===== src/rtl/pwr_fail_supervisor.sv =====
module pwr_fail_supervisor #(
  parameter int ADDR_W   = 8,
  parameter int DATA_W   = 8,
  parameter logic [ADDR_W-1:0] REG_ADDR = 8'hEF,
  parameter int FILT_CYC = 5,
  parameter int RST_CYC  = 4
) (
  input  logic              clk,
  input  logic              por_n,
  input  logic              sys_rst_n,
  input  logic              supply_low,
  input  logic [ADDR_W-1:0] bus_addr,
  input  logic              bus_wr,
  input  logic [DATA_W-1:0] bus_wdata,
  output logic [DATA_W-1:0] bus_rdata,
  output logic              clk_en,
  output logic              rst_req
);
  localparam int CNT_W  = $clog2(FILT_CYC + 1);
  localparam int RCNT_W = $clog2(RST_CYC + 1);
  localparam logic [CNT_W-1:0]  RUN_MAX   = CNT_W'(FILT_CYC);
  localparam logic [RCNT_W-1:0] PULSE_LEN = RCNT_W'(RST_CYC);

  logic [1:0]        sync_q;
  logic [CNT_W-1:0]  run_q;
  logic [RCNT_W-1:0] pulse_q;
  logic              dis_q, mode_q, stat_q, conf_d;
  logic              ce_q;

  wire sel    = (bus_addr == REG_ADDR);
  wire wr_hit = bus_wr && sel;
  wire conf   = sync_q[1] && (run_q == RUN_MAX) && !dis_q;

  assign bus_rdata = sel ? {{(DATA_W-3){1'b0}}, dis_q, mode_q, stat_q} : '0;
  assign clk_en    = ce_q;
  assign rst_req   = (pulse_q != '0);

  always_ff @(posedge clk or negedge por_n) begin
    if (!por_n) begin
      sync_q  <= '0;
      run_q   <= '0;
      pulse_q <= '0;
      dis_q   <= 1'b1;
      mode_q  <= 1'b0;
      stat_q  <= 1'b0;
      conf_d  <= 1'b0;
      ce_q    <= 1'b1;
    end else if (!sys_rst_n) begin
      sync_q  <= '0;
      run_q   <= '0;
      pulse_q <= '0;
      dis_q   <= 1'b1;
      mode_q  <= 1'b0;
      conf_d  <= 1'b0;
      ce_q    <= 1'b1;
    end else begin
      sync_q <= {sync_q[0], supply_low};

      if (!sync_q[1] || dis_q)  run_q <= '0;
      else if (run_q != RUN_MAX) run_q <= run_q + 1'b1;

      conf_d <= conf;
      ce_q   <= !(conf && !mode_q);

      if (conf && !conf_d && mode_q) pulse_q <= PULSE_LEN;
      else if (pulse_q != '0)        pulse_q <= pulse_q - 1'b1;

      if (conf)                        stat_q <= 1'b1;
      else if (wr_hit && !bus_wdata[0]) stat_q <= 1'b0;

      if (wr_hit) begin
        dis_q  <= bus_wdata[2];
        mode_q <= bus_wdata[1];
      end
    end
  end
endmodule



===== config.mk =====
export PLATFORM = sky130hd
export DESIGN_NAME = pwr_fail_supervisor
export DESIGN_NICKNAME = d
export VERILOG_FILES = /design/src/rtl/pwr_fail_supervisor.sv
export SDC_FILE = /design/constraint.sdc
export NUM_CORES = 1
export LEC_CHECK = 0
export BUFFER_PORTS_ARGS = -buffer_cell sky130_fd_sc_hd__buf_2
export CAP_MARGIN = 10
export CORE_MARGIN = 1
export CORE_UTILIZATION = 40
export DETAILED_ROUTE_END_ITERATION = 10
export PLACE_DENSITY = 0.67
export SLEW_MARGIN = 20
export SYNTH_ARGS = -nofsm -noshare
export SYNTH_HDL_FRONTEND = slang
export SYNTH_SLANG_ARGS = --single-unit

===== constraint.sdc =====
create_clock -name clk -period 1.6 [get_ports clk]
set_clock_uncertainty 0.05 [all_clocks]
set_input_delay 0.32 -clock clk [delete_from_list [all_inputs] [get_ports clk]]
set_output_delay 0.32 -clock clk [all_outputs]
set_load 0.01 [all_outputs]

==> impl_metrics.env <==
export IMPL_dp_hpwl_um=933
export IMPL_maxCapViolCount=0
export IMPL_cp_max_fo=2
export IMPL_grt_use_total_pct=12.4
export IMPL_clock_power_share_pct=34.7
export IMPL_nets=120
export IMPL_ant_nets=0
export IMPL_vias=547
export IMPL_routed_wl_mm=1.27
export IMPL_fp_dieW_um=45.0
export IMPL_overflow=0
export IMPL_pwr_share_seq_pct=56.9
export IMPL_grt_pass1_vias=420
export IMPL_layout_drive_gt1_share_pct=36.2
export IMPL_start_kind="flop"
export IMPL_drc_errors=0
export IMPL_port_buffers=20
export IMPL_fmax_mhz=667
export IMPL_p_sw_w=0.000139
export IMPL_critPathKind="flop to primary output"
export IMPL_clock_sinks=13
export IMPL_status="completed"
export IMPL_die_y_um=45.0
export IMPL_clockBufferDepth=2
export IMPL_yosys_area_share_simple_pct=28.4
export IMPL_holdPathEnd="sync_q[0]"
export IMPL_worstReg2RegEnd="pulse_q[2]"
export IMPL_design_core_area_um2=1730
export IMPL_comb_power_share_pct=8.4
export IMPL_grt_setup_unrepaired="false"
export IMPL_synth_mux_area_share_pct=2.71
export IMPL_first_iter_violations=6
export IMPL_synth_compound_area_share_pct=6.77
export IMPL_synth_top_family_by_area="simple AND/OR/NAND/NOR gates"
export IMPL_finalMaxSlewViolations=0
export IMPL_setup_viol=0
export IMPL_synthesis_area_um2=739
export IMPL_cts_tree="done"
export IMPL_p_sw_share_pct=23.8
export IMPL_p_per_area_nw_per_um2=653
export IMPL_gp_congestion=0.659
export IMPL_fin_util_pct=51.7
export IMPL_initial_core_util_pct=42.8
export IMPL_synthDistinctLibCells=26
export IMPL_die_area_um2=2020
export IMPL_final_setup_tns_ns=0
export IMPL_synthXorXnorAreaFrac_pct=2.37
export IMPL_syn_avg_cell_area_um2=10.7
export IMPL_antennaDiodeCount=0
export IMPL_p_leak_nw=0.446
export IMPL_cts_root_buf="clkbuf_4"
export IMPL_cp_data_required_time_ns=1.23
export IMPL_grt_max_degree=14
export IMPL_yosysWarnings=0
export IMPL_reg2reg_depth=4
export IMPL_worstPathArrival_ns=1.13
export IMPL_grt_antenna_before_repair=0
export IMPL_vias_per_cell=4.60
export IMPL_worstSetupEndpointType="primary output"
export IMPL_wire_per_inst_um=10.7
export IMPL_r2r_start="run_q[0]"
export IMPL_ys_seq_area_share_pct=44.3
export IMPL_core_rowCount=15
export IMPL_hold_violations=0
export IMPL_clk_latency_ns=0.28
export IMPL_yosys_register_bits=13
export IMPL_hp_start="supply_low"
export IMPL_hold_class="input port to flop"
export IMPL_ir_drop_v=0.000476
export IMPL_fin_crit_sh_pct=93.7
export IMPL_nFillCells=171
export IMPL_area_growth_pct=20.8
export IMPL_cts_buffers=3
export IMPL_path_clk_slew_ns=0.09
export IMPL_p_int_w=0.000445
export IMPL_drt_pass1_iterations=4
export IMPL_fin_crit_ns=1.50
export IMPL_ios=31
export IMPL_grt_pass1_wl_mm=1.67
export IMPL_reg2reg_slack_ns=0.27
export IMPL_synthAdderAreaFrac_pct=6.77
export IMPL_hold_depth=2
export IMPL_cts_max_level=1
export IMPL_synth_cells=69
-- Yosys cell counts --
cell type  instances  share of area (%)
dfrtp_1           11                 37
nor2_1             9                4.6
buf_4              6                6.1
and2_1             5                4.2
ha_1               4                6.8
inv_1              4                2.0
nand2_1            3                1.5
nor2b_1            3                2.5
a211oi_1           2                2.0
dfstp_2            2                7.1
mux2i_1            2                2.7
nand2b_1           2                1.7
o21ai_1            2                1.4
xnor2_1            2                2.4
conb_1             1               0.51
nand2_2            1               0.85
nand3b_4           1                2.7
nand4_2            1                1.7
nand4b_4           1                3.2
nand4bb_1          1                1.5
nor3_1             1               0.68
nor3_2             1                1.4
nor3b_1            1                1.0
o31a_1             1                1.2
o41ai_2            1                2.2
or3_1              1               0.85
-- worst max-delay path, cell delays in order, from the launching register on --
cell	delay [ns]
dfrtp_1	0.39
inv_1	0.08
ha_1	0.16
nand2b_1	0.07
buf_2	0.14
-- registers in the layout, indices dropped and copies added, names as in the netlist --
register  count
stat_q        1
run_q         3
mode_q        1
conf_d        1
sync_q        2
pulse_q       3
clk_en        1
dis_q         1
-- cells by family after synthesis --
family | Yosys count
AND/OR/NAND/NOR | 31
flip-flops | 13
buffers and inverters | 10
AO/OA/AOI/OAI | 6
adder cells (fa/ha/maj) | 4
XOR/XNOR | 2
multiplexers | 2
other | 1
-- power by group through the flow --
stage | combinational [W] | sequential [W] | clock [W]
after global placement | 0.0000461 | 0.000338 | 0
after detailed placement | 0.0000478 | 0.000338 | 0
after floorplan | 0.0000292 | 0.000338 | 0
after CTS | 0.0000502 | 0.000332 | 0.000211
after global routing | 0.0000546 | 0.000333 | 0.000226
final | 0.0000490 | 0.000332 | 0.000202
-- stage by stage --
stage | hold WS, ns | total power, W | instance area (um2) | setup WS [ns] | instances
2_1_floorplan | -0.0256 | 0.000368 | 754 | 0.371 | 73
3_3_place_gp | 0.165 | 0.000384 | 841 | 0.220 | 112
3_5_place_dp | 0.172 | 0.000386 | 841 | 0.213 | 112
4_1_cts | 0.193 | 0.000593 | 886 | 0.0840 | 118
5_1_grt | 0.183 | 0.000613 | 893 | 0.0162 | 119
6_report | 0.197 | 0.000584 | 893 | 0.100 | 119
-- metal layers --
metal	track usage [%]	up-vias	part of all wire, %
met5	0	-	0
met4	3.64	0	0
met3	7.60	0	9.8
met2	21.4	26	49
met1	12.3	253	41
li1	-	268	-
-- area by class of cell --
cell class / instances / area [um2] / share of cell area [%]
timing repair buffer: 23 / 125 / 14.0
sequential: 13 / 328 / 36.7
clock buffer: 3 / 22.5 / 2.52
clock inverter: 1 / 5.00 / 0.560
inverter: 4 / 15.0 / 1.68
tap: 25 / 31.3 / 3.50
multi-input combinational: 50 / 367 / 41.0
-- what timing repair did --
| item | CTS | global route |
|---|---|---|
| setup endpoints to repair | 1 | 1 |
| setup buffers | 1 | 1 |
| gates resized for setup | 0 | 0 |
| hold buffers | 1 | 0 |
| endpoints found under the hold margin | 11 | 0 |
-- layout by cell type (no fill, tap or decap), drive strengths merged, types with 3 or more instances in the layout --
master / n
dfrtp: 11
nand2: 4
inv: 4
and2: 5
conb: 5
nor2b: 3
nor2: 9
buf: 22
clkbuf: 3
ha: 4
-- worst max path at each step --
stage / startpoint / cells after the start / to
2_1_floorplan: run_q[0] / 4 / pulse_q[2]
3_3_place_gp: bus_addr[4] / 5 / bus_rdata[1]
3_5_place_dp: bus_addr[4] / 5 / bus_rdata[1]
4_1_cts: pulse_q[0] / 4 / rst_req
5_1_grt: pulse_q[0] / 4 / rst_req
6_report: pulse_q[0] / 4 / rst_req
No activity file was read; power rests on OpenSTA's default activity.
